File: src/rtl/kpad_pkg.sv
// Package: shared constants, register offsets and code-to-key mapping
// for the matrix keypad status controller. Assumes an 8x8 matrix packed
// two columns per 32-bit map word.
package kpad_pkg;

    localparam int NUM_ROWS   = 8;
    localparam int NUM_COLS   = 8;
    localparam int ROW_W      = $clog2(NUM_ROWS);
    localparam int COL_W      = $clog2(NUM_COLS);
    localparam int NUM_WORDS  = NUM_COLS / 2;
    localparam int HALF_SHIFT = 16;

    localparam logic [7:0] CODE_PREFIX = 8'hE0;
    localparam int         CODE_BASE   = 'h10;
    localparam int         CODE_SPAN   = NUM_ROWS * NUM_COLS;

    // register byte offsets
    localparam int OFS_CTL    = 'h00;
    localparam int OFS_DIRECT = 'h08;
    localparam int OFS_ROT    = 'h10;
    localparam int OFS_RAWMX  = 'h18;
    localparam int OFS_SCAN   = 'h20;
    localparam int OFS_MAP0   = 'h28;
    localparam int MAP_STRIDE = 'h08;
    localparam int OFS_DEB    = 'h48;

    // control word bit positions
    localparam int CTL_SCAN_REQ = 30;
    localparam int CTL_ACT_SCAN = 29;
    localparam int CTL_MFLAG    = 22;
    localparam int CTL_MEN      = 12;
    localparam int CTL_MIE      = 11;
    localparam int CTL_DFLAG    = 5;

    // scan summary layout
    localparam int SCAN_CNT_LSB = 26;
    localparam int SCAN_CNT_W   = 5;

    typedef struct packed {
        logic             ok;
        logic [ROW_W-1:0] row;
        logic [COL_W-1:0] col;
    } key_pos_t;

    // Translate an 8-bit table index into a matrix position.
    function automatic key_pos_t map_code(input logic [7:0] idx);
        key_pos_t   p;
        logic [6:0] k;
        k     = idx[6:0] - 7'(CODE_BASE);
        p.ok  = (int'(idx[6:0]) >= CODE_BASE) && (int'(idx[6:0]) < CODE_BASE + CODE_SPAN);
        if (idx[7]) begin
            p.row = k[2:0];
            p.col = k[5:3];
        end else begin
            p.row = k[5:3];
            p.col = k[2:0];
        end
        return p;
    endfunction

endpackage

File: src/rtl/kpad_code_decoder.sv
// Code decoder: consumes key codes, tracks the extended-code prefix and
// emits an accepted press/release with its row and column. Assumes one
// code per ev_valid cycle; events are dropped while the matrix is off.
module kpad_code_decoder
    import kpad_pkg::*;
(
    input  logic             clk,
    input  logic             rst_n,
    input  logic             ev_valid,
    input  logic [7:0]       ev_code,
    input  logic             matrix_en,
    output logic             acc_valid,
    output logic             acc_release,
    output logic [ROW_W-1:0] acc_row,
    output logic [COL_W-1:0] acc_col
);

    logic     ext_q;
    logic     is_prefix;
    logic     consume;
    key_pos_t pos;

    // Classify the incoming code and look up its position.
    always_comb begin
        is_prefix   = (ev_code == CODE_PREFIX);
        consume     = ev_valid && !is_prefix && matrix_en;
        pos         = map_code({ext_q, ev_code[6:0]});
        acc_valid   = consume && pos.ok;
        acc_release = ev_code[7];
        acc_row     = pos.row;
        acc_col     = pos.col;
    end

    // Extended flag: set by the prefix, cleared by the next consumed code.
    always_ff @(posedge clk) begin
        if (!rst_n)
            ext_q <= 1'b0;
        else if (ev_valid && is_prefix)
            ext_q <= 1'b1;
        else if (consume)
            ext_q <= 1'b0;
    end

endmodule

File: src/rtl/kpad_key_tracker.sv
// Key tracker: holds the packed key map words, the held-key count and
// the scan summary. Accepted events take priority over software writes
// to the map words and the summary in the same cycle.
module kpad_key_tracker
    import kpad_pkg::*;
#(
    parameter int DATA_W = 32
) (
    input  logic                             clk,
    input  logic                             rst_n,
    input  logic                             acc_valid,
    input  logic                             acc_release,
    input  logic [ROW_W-1:0]                 acc_row,
    input  logic [COL_W-1:0]                 acc_col,
    input  logic [NUM_WORDS-1:0]             sw_wr_map,
    input  logic                             sw_wr_scan,
    input  logic [DATA_W-1:0]                sw_wdata,
    output logic [NUM_WORDS-1:0][DATA_W-1:0] map_words,
    output logic [DATA_W-1:0]                scan_q,
    output logic                             key_changed
);

    localparam int CNT_W  = $clog2(NUM_ROWS * NUM_COLS + 1);
    localparam int BIT_W  = $clog2(DATA_W);
    localparam int WSEL_W = $clog2(NUM_WORDS);

    logic [NUM_WORDS-1:0][DATA_W-1:0] map_nxt;
    logic [WSEL_W-1:0] wsel;
    logic [BIT_W-1:0]  bit_idx;
    logic              cur_set;
    logic [CNT_W-1:0]  cnt_q;
    logic [CNT_W-1:0]  cnt_nxt;
    logic [ROW_W-1:0]  found_row;
    logic [COL_W-1:0]  found_col;
    logic [7:0]        rowcol;
    logic [DATA_W-1:0] scan_nxt;

    // Locate the event's bit and decide whether it changes state.
    always_comb begin
        wsel        = acc_col[COL_W-1:1];
        bit_idx     = BIT_W'(acc_row) + (acc_col[0] ? BIT_W'(HALF_SHIFT) : '0);
        cur_set     = map_words[wsel][bit_idx];
        key_changed = acc_valid && (acc_release ? cur_set : !cur_set);
    end

    for (genvar w = 0; w < NUM_WORDS; w++) begin : g_word
        logic [DATA_W-1:0] word_q;
        logic [DATA_W-1:0] word_nxt;

        // Next value of one map word: event first, else software write.
        always_comb begin
            word_nxt = word_q;
            if (acc_valid) begin
                if (key_changed && (wsel == WSEL_W'(w)))
                    word_nxt[bit_idx] = !word_q[bit_idx];
            end else if (sw_wr_map[w]) begin
                word_nxt = sw_wdata;
            end
        end

        // Map word storage.
        always_ff @(posedge clk) begin
            if (!rst_n)
                word_q <= '0;
            else
                word_q <= word_nxt;
        end

        assign map_words[w] = word_q;
        assign map_nxt[w]   = word_nxt;
    end

    // Held-key count follows each state-changing event.
    always_comb begin
        cnt_nxt = cnt_q;
        if (key_changed)
            cnt_nxt = acc_release ? cnt_q - CNT_W'(1) : cnt_q + CNT_W'(1);
    end

    // Fixed-order search for the first held key in the updated map.
    always_comb begin
        found_row = '0;
        found_col = '0;
        for (int c = NUM_COLS - 1; c >= 0; c--) begin
            for (int r = NUM_ROWS - 1; r >= 0; r--) begin
                if (map_nxt[c / 2][r + HALF_SHIFT * (c % 2)]) begin
                    found_row = ROW_W'(r);
                    found_col = COL_W'(c);
                end
            end
        end
    end

    // Rebuild the scan summary for an accepted event.
    always_comb begin
        if (cnt_nxt != CNT_W'(1))
            rowcol = 8'hFF;
        else if (acc_release)
            rowcol = {1'b0, found_row, 1'b0, found_col};
        else
            rowcol = {1'b0, acc_row, 1'b0, acc_col};
        scan_nxt = '0;
        scan_nxt[SCAN_CNT_LSB +: SCAN_CNT_W] = cnt_nxt[SCAN_CNT_W-1:0];
        scan_nxt[7:0] = rowcol;
    end

    // Count and summary storage.
    always_ff @(posedge clk) begin
        if (!rst_n) begin
            cnt_q  <= '0;
            scan_q <= '0;
        end else begin
            cnt_q <= cnt_nxt;
            if (acc_valid)
                scan_q <= scan_nxt;
            else if (sw_wr_scan)
                scan_q <= sw_wdata;
        end
    end

endmodule

File: src/rtl/kpad_reg_bank.sv
// Register bank: address decode, control word with sticky flags, plain
// storage registers with clear-on-read flags, registered read data and
// the interrupt line. Assumes at most one of read or write per offset.
module kpad_reg_bank
    import kpad_pkg::*;
#(
    parameter int ADDR_W = 8,
    parameter int DATA_W = 32
) (
    input  logic                             clk,
    input  logic                             rst_n,
    input  logic                             reg_wr,
    input  logic                             reg_rd,
    input  logic [ADDR_W-1:0]                reg_addr,
    input  logic [DATA_W-1:0]                reg_wdata,
    input  logic                             key_changed,
    input  logic [NUM_WORDS-1:0][DATA_W-1:0] map_words,
    input  logic [DATA_W-1:0]                scan_q,
    output logic [NUM_WORDS-1:0]             sw_wr_map,
    output logic                             sw_wr_scan,
    output logic                             matrix_en,
    output logic [DATA_W-1:0]                reg_rdata,
    output logic                             irq
);

    logic [DATA_W-1:0] ctl_q, ctl_nxt;
    logic [DATA_W-1:0] direct_q, rot_q, rot_nxt, rawmx_q, rawmx_nxt, deb_q;
    logic [DATA_W-1:0] rd_val;
    logic              rd_ctl, wr_ctl, rd_rot, rd_rawmx, irq_set;

    // Offset decode for the storage registers.
    always_comb begin
        rd_ctl     = reg_rd && (reg_addr == ADDR_W'(OFS_CTL));
        wr_ctl     = reg_wr && (reg_addr == ADDR_W'(OFS_CTL));
        rd_rot     = reg_rd && (reg_addr == ADDR_W'(OFS_ROT));
        rd_rawmx   = reg_rd && (reg_addr == ADDR_W'(OFS_RAWMX));
        sw_wr_scan = reg_wr && (reg_addr == ADDR_W'(OFS_SCAN));
    end

    for (genvar i = 0; i < NUM_WORDS; i++) begin : g_map_wr
        assign sw_wr_map[i] = reg_wr && (reg_addr == ADDR_W'(OFS_MAP0 + MAP_STRIDE * i));
    end

    assign matrix_en = ctl_q[CTL_MEN];

    // Interrupt qualification for a state-changing event.
    always_comb begin
        irq_set = key_changed
               && (ctl_q[CTL_SCAN_REQ] || ctl_q[CTL_ACT_SCAN])
               && ctl_q[CTL_MIE];
    end

    // Control word: read clears flags, write drops scan request, event sets flag.
    always_comb begin
        ctl_nxt = ctl_q;
        if (rd_ctl) begin
            ctl_nxt[CTL_MFLAG] = 1'b0;
            ctl_nxt[CTL_DFLAG] = 1'b0;
        end
        if (wr_ctl) begin
            ctl_nxt = reg_wdata;
            ctl_nxt[CTL_SCAN_REQ] = 1'b0;
        end
        if (irq_set)
            ctl_nxt[CTL_MFLAG] = 1'b1;
    end

    // Clear-on-read flags of the rotary and raw matrix registers.
    always_comb begin
        rot_nxt = rot_q;
        if (rd_rot) begin
            rot_nxt[31] = 1'b0;
            rot_nxt[30] = 1'b0;
            rot_nxt[15] = 1'b0;
            rot_nxt[14] = 1'b0;
        end
        if (reg_wr && (reg_addr == ADDR_W'(OFS_ROT)))
            rot_nxt = reg_wdata;
        rawmx_nxt = rawmx_q;
        if (rd_rawmx)
            rawmx_nxt[31] = 1'b0;
        if (reg_wr && (reg_addr == ADDR_W'(OFS_RAWMX)))
            rawmx_nxt = reg_wdata;
    end

    // Read multiplexer; unknown offsets return zero.
    always_comb begin
        rd_val = '0;
        case (reg_addr)
            ADDR_W'(OFS_CTL):    rd_val = ctl_q;
            ADDR_W'(OFS_DIRECT): rd_val = direct_q;
            ADDR_W'(OFS_ROT):    rd_val = rot_q;
            ADDR_W'(OFS_RAWMX):  rd_val = rawmx_q;
            ADDR_W'(OFS_SCAN):   rd_val = scan_q;
            ADDR_W'(OFS_DEB):    rd_val = deb_q;
            default:             rd_val = '0;
        endcase
        for (int i = 0; i < NUM_WORDS; i++) begin
            if (reg_addr == ADDR_W'(OFS_MAP0 + MAP_STRIDE * i))
                rd_val = map_words[i];
        end
    end

    // Register storage, read data and interrupt line.
    always_ff @(posedge clk) begin
        if (!rst_n) begin
            ctl_q     <= '0;
            direct_q  <= '0;
            rot_q     <= '0;
            rawmx_q   <= '0;
            deb_q     <= '0;
            reg_rdata <= '0;
            irq       <= 1'b0;
        end else begin
            ctl_q   <= ctl_nxt;
            rot_q   <= rot_nxt;
            rawmx_q <= rawmx_nxt;
            if (reg_wr && (reg_addr == ADDR_W'(OFS_DIRECT)))
                direct_q <= reg_wdata;
            if (reg_wr && (reg_addr == ADDR_W'(OFS_DEB)))
                deb_q <= reg_wdata;
            if (reg_rd)
                reg_rdata <= rd_val;
            if (irq_set)
                irq <= 1'b1;
            else if (rd_ctl)
                irq <= 1'b0;
        end
    end

endmodule

File: src/rtl/kpad_matrix_ctrl.sv
// Top level of the matrix keypad status controller: joins the code
// decoder, the key tracker and the register bank. Assumes a single
// clock domain and codes already debounced upstream.
module kpad_matrix_ctrl
    import kpad_pkg::*;
#(
    parameter int ADDR_W = 8,
    parameter int DATA_W = 32
) (
    input  logic              clk,
    input  logic              rst_n,
    input  logic              ev_valid,
    input  logic [7:0]        ev_code,
    input  logic              reg_wr,
    input  logic              reg_rd,
    input  logic [ADDR_W-1:0] reg_addr,
    input  logic [DATA_W-1:0] reg_wdata,
    output logic [DATA_W-1:0] reg_rdata,
    output logic              irq
);

    logic                             matrix_en;
    logic                             acc_valid;
    logic                             acc_release;
    logic [ROW_W-1:0]                 acc_row;
    logic [COL_W-1:0]                 acc_col;
    logic [NUM_WORDS-1:0]             sw_wr_map;
    logic                             sw_wr_scan;
    logic [NUM_WORDS-1:0][DATA_W-1:0] map_words;
    logic [DATA_W-1:0]                scan_q;
    logic                             key_changed;

    kpad_code_decoder u_dec (
        .clk         (clk),
        .rst_n       (rst_n),
        .ev_valid    (ev_valid),
        .ev_code     (ev_code),
        .matrix_en   (matrix_en),
        .acc_valid   (acc_valid),
        .acc_release (acc_release),
        .acc_row     (acc_row),
        .acc_col     (acc_col)
    );

    kpad_key_tracker #(.DATA_W(DATA_W)) u_trk (
        .clk         (clk),
        .rst_n       (rst_n),
        .acc_valid   (acc_valid),
        .acc_release (acc_release),
        .acc_row     (acc_row),
        .acc_col     (acc_col),
        .sw_wr_map   (sw_wr_map),
        .sw_wr_scan  (sw_wr_scan),
        .sw_wdata    (reg_wdata),
        .map_words   (map_words),
        .scan_q      (scan_q),
        .key_changed (key_changed)
    );

    kpad_reg_bank #(.ADDR_W(ADDR_W), .DATA_W(DATA_W)) u_regs (
        .clk         (clk),
        .rst_n       (rst_n),
        .reg_wr      (reg_wr),
        .reg_rd      (reg_rd),
        .reg_addr    (reg_addr),
        .reg_wdata   (reg_wdata),
        .key_changed (key_changed),
        .map_words   (map_words),
        .scan_q      (scan_q),
        .sw_wr_map   (sw_wr_map),
        .sw_wr_scan  (sw_wr_scan),
        .matrix_en   (matrix_en),
        .reg_rdata   (reg_rdata),
        .irq         (irq)
    );

endmodule

File: config.mk
export PLATFORM = sky130hd
export DESIGN_NAME = kpad_matrix_ctrl
export DESIGN_NICKNAME = d
export VERILOG_FILES = /design/src/rtl/kpad_pkg.sv /design/src/rtl/kpad_code_decoder.sv /design/src/rtl/kpad_key_tracker.sv /design/src/rtl/kpad_reg_bank.sv /design/src/rtl/kpad_matrix_ctrl.sv
export SDC_FILE = /design/constraint.sdc
export NUM_CORES = 1
export LEC_CHECK = 0
export ABC_AREA = 1
export BUFFER_PORTS_ARGS = -buffer_cell sky130_fd_sc_hd__buf_4
export CAP_MARGIN = 20
export CELL_PAD_IN_SITES_DETAIL_PLACEMENT = 0
export CELL_PAD_IN_SITES_GLOBAL_PLACEMENT = 1
export CORE_ASPECT_RATIO = 1.75
export CORE_MARGIN = 4
export CORE_UTILIZATION = 44
export DETAILED_ROUTE_END_ITERATION = 8
export PLACE_DENSITY_LB_ADDON = 0.1
export SLEW_MARGIN = 10
export SYNTH_ARGS = -nofsm -noshare
export SYNTH_HDL_FRONTEND = slang
export SYNTH_HIERARCHICAL = 1
export SYNTH_SLANG_ARGS = --single-unit
File: constraint.sdc
create_clock -name clk -period 9.4 [get_ports clk]
set_clock_uncertainty 0.15 [all_clocks]
set_input_delay 1.88 -clock clk [delete_from_list [all_inputs] [get_ports clk]]
set_output_delay 1.88 -clock clk [all_outputs]
set_load 0.03 [all_outputs]
## Word level (Yosys, flattened, before mapping)

Cells that the tools add are included.

| storage, ports and cells | value |
|---|---|
| bits in registers | 360 |
| input bits | 53 |
| output and inout port bits | 33 |
| logic and storage cells | 282 |

| cells by class | value |
|---|---|
| $add $sub $neg | 4 |
| order comparisons | 5 |
| equal/unequal tests | 18 |
| muxes and demuxes | 181 |
| bitwise operators | 1 |
| reductions and logical operators | 50 |

Operators by type and width:

| kind | count |
|---|---|
| 2-to-1 mux 32 bit | 19 |
| 2-to-1 mux 3 bit | 127 |
| case mux 32 bit (6 select lines) | 1 |
| bitwise mux 32 bit | 4 |
| binary-select mux 32 bit (select 2 bit) | 1 |
| 2-to-1 mux 31 bit | 2 |
| == test 8 x 6 -> 1 bit, second input constant | 4 |
| logical AND 1 bit | 26 |
| binary-select mux 1 bit (select 5 bit) | 5 |
| 2-to-1 mux 23 bit | 1 |
| 2-to-1 mux 7 bit | 3 |
| nonzero test 2 bit | 10 |
| == test 8 x 5 -> 1 bit, second input constant | 2 |
| == test 8 x 7 -> 1 bit, second input constant | 2 |
| 2-to-1 mux 1 bit | 13 |
| == test 8 x 4 -> 1 bit, second input constant | 1 |
| == test 8 bit, second input constant | 1 |
| logical NOT 8 bit | 1 |
| 2-to-1 mux 8 bit | 1 |
| inequality test 2 bit, second input constant | 4 |
| AND reduction 2 bit | 4 |
| adder 7 x 1 -> 7 bit, second input constant | 1 |
| >= comparator 7 x 5 -> 1 bit, second input constant | 1 |
| less-than comparator 7 bit, second input constant | 1 |
| 18 further kinds | 24 |

## Depth between registers and ports, before layout

| depth | value |
|---|---|
| depth after elaboration | 79 |
| gate-level depth with buffers | 89 |
| gate-level depth less buffers | 86 |

## Hierarchy

The synthesis kept the hierarchy.

Modules (own cells, without submodules):

| module | times used | cells an instance | area an instance (um2) | seq. area each (um2) |
|---|---|---|---|---|
| kpad_reg_bank | 1 | 1,532 | 9,694.3 | 3,843.7 |
| kpad_key_tracker | 1 | 1,544 | 9,685.5 | 3,343.2 |
| kpad_code_decoder | 1 | 38 | 211.5 | 20.0 |

## Worst setup path after synthesis

OpenSTA, ideal clock, no wires.

| timing path | value |
|---|---|
| kind | input -> register |
| start point | input ev_code[4] |
| end point | register u_trk.scan_q[4] |
| library setup time | 130 ps |
| arrival time | 7,071 ps |
| required time | 9,120 ps |
| slack | 2,049 ps |
| stages on the path | 81 |
| buffers on the path | 3 |
| cells stage by stage | inv_2 > ha_1 > nand2_1 > o21ai_0 > buf_2 > buf_2 > nand2_1 > nand2_1 > nand2_1 > nand2_1 > nor2_1 > nor2_1 > nor2_2 > nand2_1 > nand2_2 > nand3_4 > nor2_4 > buf_4 > (+45 left out) > nand2_1 > nand2_1 > nand2_1 > nand2_1 > nand2_1 > nand2_1 > nand2_1 > nand2_1 > nand2_1 > nand2_1 > nand2_1 > nand2_1 > nand2_1 > nand2_1 > nand2_1 > nand2_1 > nand2_1 > a21oi_2 |

| between the ends | value |
|---|---|
| longest elaborated chain between the ends | 79 |
| elaborated cells on any way between the ends | 125 |
| those cells by class | add/sub (2); order compare (4); eq/ne (5); mux (96); reduce/logical (18) |

RTL lines:

| element | line | text |
|---|---|---|
| start: declaration | kpad_matrix_ctrl.sv:13 | `input logic [7:0] ev_code,` |
| subtractor 6 x 5 -> 6 bit (*) | kpad_pkg.sv:49 | `k = idx[6:0] - 7'(CODE_BASE);` |
| 2-to-1 mux 6 bit (*) | kpad_pkg.sv:51 | `if (idx[7]) begin` |
| net acc_col[2] | kpad_matrix_ctrl.sv:26 | `logic [COL_W-1:0] acc_col;` |
| binary-select mux 32 bit (select 2 bit) | kpad_key_tracker.sv:42 | `cur_set = map_words[wsel][bit_idx];` |
| 2-to-1 mux 32 bit (not written as such) | kpad_key_tracker.sv:42 |  |
| binary-select mux 1 bit (select 5 bit) | kpad_key_tracker.sv:42 |  |
| 2-to-1 mux 1 bit (not written as such) | kpad_key_tracker.sv:42 |  |
| logical NOT 1 bit | kpad_key_tracker.sv:43 | `key_changed = acc_valid && (acc_release ? cur_set : !cur_set);` |
| 2-to-1 mux 1 bit | kpad_key_tracker.sv:43 |  |
| logical AND 1 bit | kpad_key_tracker.sv:43 |  |
| logical AND 1 bit | kpad_key_tracker.sv:54 | `if (key_changed && (wsel == WSEL_W'(w)))` |
| 2-to-1 mux 32 bit | kpad_key_tracker.sv:54 |  |
| 2-to-1 mux 32 bit | kpad_key_tracker.sv:53 | `if (acc_valid) begin` |
| 2-to-1 mux 3 bit (64 in series) | kpad_key_tracker.sv:86 | `if (map_nxt[c / 2][r + HALF_SHIFT * (c % 2)]) begin` |
| 2-to-1 mux 7 bit | kpad_key_tracker.sv:98 | `else if (acc_release)` |
| 2-to-1 mux 8 bit (*) | kpad_key_tracker.sv:96 | `if (cnt_nxt != CNT_W'(1))` |
| 2-to-1 mux 31 bit (*) | kpad_key_tracker.sv:114 | `if (acc_valid)` |
| end signal: assignment | kpad_key_tracker.sv:115 | `scan_q <= scan_nxt;` |
| end signal: assignment | kpad_key_tracker.sv:117 | `scan_q <= sw_wdata;` |
| end: declaration | kpad_key_tracker.sv:19 | `output logic [DATA_W-1:0] scan_q,` |

Mark *: on every way through the listed nets, which the timed path passes. The rest lies on a longest branch. The select of a mux whose other input is x is not followed.
A chain may end at the register's enable or synchronous reset.

## Worst setup path in the final report

| timing path | value |
|---|---|
| start point | input ev_code[1] |
| end point | register u_trk.scan_q[4] |

| between the ends | value |
|---|---|
| elaborated cells on any way between the ends | 126 |
| those cells by class | add/sub (2); order compare (4); eq/ne (5); mux (97); reduce/logical (18) |

RTL lines:

| element | line | text |
|---|---|---|
| subtractor 6 x 5 -> 6 bit (*) | kpad_pkg.sv:49 |  |
| 2-to-1 mux 6 bit (*) | kpad_pkg.sv:51 |  |
| net acc_row[1] | kpad_matrix_ctrl.sv:25 | `logic [ROW_W-1:0] acc_row;` |
| adder 3 x 5 -> 5 bit (*) | kpad_key_tracker.sv:41 | `bit_idx = BIT_W'(acc_row) + (acc_col[0] ? BIT_W'(HALF_SHIFT) : '0);` |
| branches (longest 73 deep; another with less-than comparator 5 x 6 -> 1 bit) | -- |  |
| 2-to-1 mux 8 bit (*) | kpad_key_tracker.sv:96 |  |
| 2-to-1 mux 31 bit (*) | kpad_key_tracker.sv:114 |  |

Mark *: on every way through the listed nets, which the timed path passes. The select of a mux whose other input is x is not followed.

==> metrics.cfg <==
[outcome]
outcome = complete, no violations

[critical_path]
cp_max_fo = 20
crit_type = in2reg
crit_path_end_kind = register
start_kind = input port
rrSetupSlack_ns = 2.11
critical_path.max_stage_delay_ns = 0.60
crit_top_cell = nand2_1
critical-path-slowest-cell = o31ai_1
crit_family = simple AND/OR/NAND/NOR gates
critical_path_arrival_ns = 8.43
critPathRequiredTime_ns = 9.72
crit_buf_inv = 6

[yosys]
syn-num-nets = 3175
ys_types = 49
netlist.area_leader.share = 0.368
async_flop_share = 0
syn_avg_cell_area_um2 = 6.29
syn_area_mm2 = 0.0196
synth_edf_count = 0
synthCells = 3114
yosys-top-cells-area = dfxtp_1 37%, nand2_1 12%, nor2_1 12%
yosysMostFrequentCell = nand2_1
synth_flop_cell = dfxtp_1
yosys_warnings = 6
ys_seq_area_frac = 0.368
yosysTopAreaCell = dfxtp_1
synth_common_cells = 632 x nand2_1, 613 x nor2_1, 360 x dfxtp_1
yosys_register_bits = 360

[sta]
period_needed_ns = 8.11
fmax_mhz = 123
hold_viol = 0
worst_slew_pin_slew_ns = 1.24
fin_ws_ns = 1.29
fin_tns_setup_ns = 0
fin_crit_sh = 0.863
rsz0062_at_grt = no
setup_viol = 0
maxSlewViolCount = 0
relSlewSlack = 0.168

[layout]
antenna-diode-count = 0
final_cell_count_no_fill = 3745
final_util = 0.500
fin_nets = 3208
final_area_mm2 = 0.0221
drive_above_1_share = 0.0980
final.fill_count = 4648
area_growth_pct = 12.7

[global_routing]
grt_max_degree = 98
grt_pass1_wl_mm = 133
grt_usage = 0.366
overflow = 0
grt_pass1_vias = 20500
antenna_found_initial = 0

[clock_network]
cts-root-buf = clkbuf_16
cts_tree = done
clk_transition_reported_paths_ns = 0.07
clk_path_buf_depth = 3
htreeDepth = 2
clk_latency_ns = 0.55
cts_setup_buffers = 0
cts_hold_buffers = 0
clock_sinks = 360
post_cts_resized = 0
numCtsBuffers = 37

[place]
io_buffer_count = 85
place_hpwl_mm = 64.2
gp_congestion = 1.09
placedCellCount = 3680
pre_cts_ws_ns = 1.01
post_dp_cell_area_mm2 = 0.0209

[drt]
remaining_drc_errors = 0
drtAntennaViolNets = 0
drt-total-wl_mm = 92.6
firstDrtPassIters = 6
dr.first_iter.drc_count = 2206
wl_per_cell_um = 24.7
vias = 22200
via_per_inst = 5.93

[pwr]
ir_drop_mv = 0.143
power_leakage_uw = 0.00947
seq_power_share = 0.470
power.density_mw_per_mm2 = 147
internal-power_uw = 2380
p_switching_uw = 871
sw_frac_of_total = 0.268
pwr-share-comb = 0.082
p_clk_frac = 0.448

[floorplan]
design.die.area_mm2 = 0.0481
start_util = 0.444
rows = 102
fp.coreArea_mm2 = 0.0442
die-width_um = 168
die_y_um = 287
pin_count = 86

[flow_run]
drv_cap = 0

[worst_hold_path]
hp-class = reg2reg

## layout by cell type (no fill, tap or decap), types with 3 or more instances in the layout
cell / instances
clkbuf_1: 6
inv_6: 3
xor2_1: 6
a21oi_1: 255
o22ai_1: 26
inv_1: 189
clkinv_2: 9
nand4_1: 28
clkbuf_16: 37
a22oi_1: 4
o21ai_1: 5
nand3_1: 284
o21ai_0: 303
nor3_1: 59
clkbuf_8: 8
nor2_1: 610
ha_1: 7
nand2_2: 8
o221ai_1: 5
clkinv_1: 3
dfxtp_1: 360
nand2_1: 630
a31oi_1: 8
buf_4: 200
inv_2: 14
nor2_2: 12
o31ai_1: 53
nor2_4: 5
a32o_1: 4
## layer usage
metal,vias to the layer above,GRT usage,wire [µm]
met5,-,0,0
met4,0,0.324,10200
met3,353,0.0466,5890
met2,1178,0.634,45000
met1,10400,0.386,31500
li1,10300,-,-
## worst reg2reg max path, delay by kind of cell, from the launching register on
family	cells	cell delay, ns
AND/OR/NAND/NOR	61	3.84
AO/OA/AOI/OAI	5	1.53
buffers and inverters	5	1.07
flip-flops	1	0.59
## area by class of cell
type | instances | area, µm² | share of cell area
Multi-Input combinational cell | 2340 | 10700 | 0.485
Tap cell | 572 | 716 | 0.0324
Inverter | 207 | 779 | 0.0353
Clock buffer | 51 | 1060 | 0.0479
Clock inverter | 14 | 87.6 | 0.00397
Timing Repair Buffer | 201 | 1520 | 0.0689
Sequential cell | 360 | 7210 | 0.326
## power groups by stage
| stage | registers, µW | clock network, µW | logic, µW |
|---|---|---|---|
| after floorplan | 1560 | 0 | 126 |
| after global placement | 1560 | 0 | 256 |
| after detailed placement | 1560 | 0 | 256 |
| after CTS | 1530 | 1480 | 257 |
| after global routing | 1530 | 1530 | 276 |
| final | 1530 | 1460 | 266 |
## stage by stage
stage	power [µW]	hold slack, ns
final	3250	0.311
after global routing	3340	0.326
after CTS	3270	0.312
after detailed placement	1820	0.303
after global placement	1820	0.298
after floorplan	1690	0.290
## state kept, by name, summed over array words and instances (netlist names)
name,flops
u_regs/rawmx_q,32
u_regs/irq,1
u_trk/scan_q,32
u_regs/deb_q,32
u_regs/reg_rdata,32
u_regs/direct_q,32
u_trk/g_word.word_q,128
u_trk/cnt_q,7
u_regs/rot_q,32
u_dec/ext_q,1
u_regs/ctl_q,31
## kinds of logic after synthesis
family                     count (synthesis)  synth area share
adders and majority gates                  8           0.00549
DFF                                      360             0.368
buffers and inverters                    414            0.0877
muxes                                      2           0.00102
AOI/OAI and AO/OA                        679             0.188
and+or+nand+nor                         1644             0.347
xor gates and xnor gates                   7           0.00313
## worst paths after layout
kind                                       start          endpoint  depth (start not counted)
worst max-delay path                  ev_code[1]   u_trk/scan_q[4]                         73
worst min-delay path            u_trk/scan_q[17]  u_trk/scan_q[17]                          2
worst max register to register       u_dec/ext_q   u_trk/scan_q[4]                         71
worst min register to register  u_trk/scan_q[17]  u_trk/scan_q[17]                          2
Power figures use the tool's default switching activity.
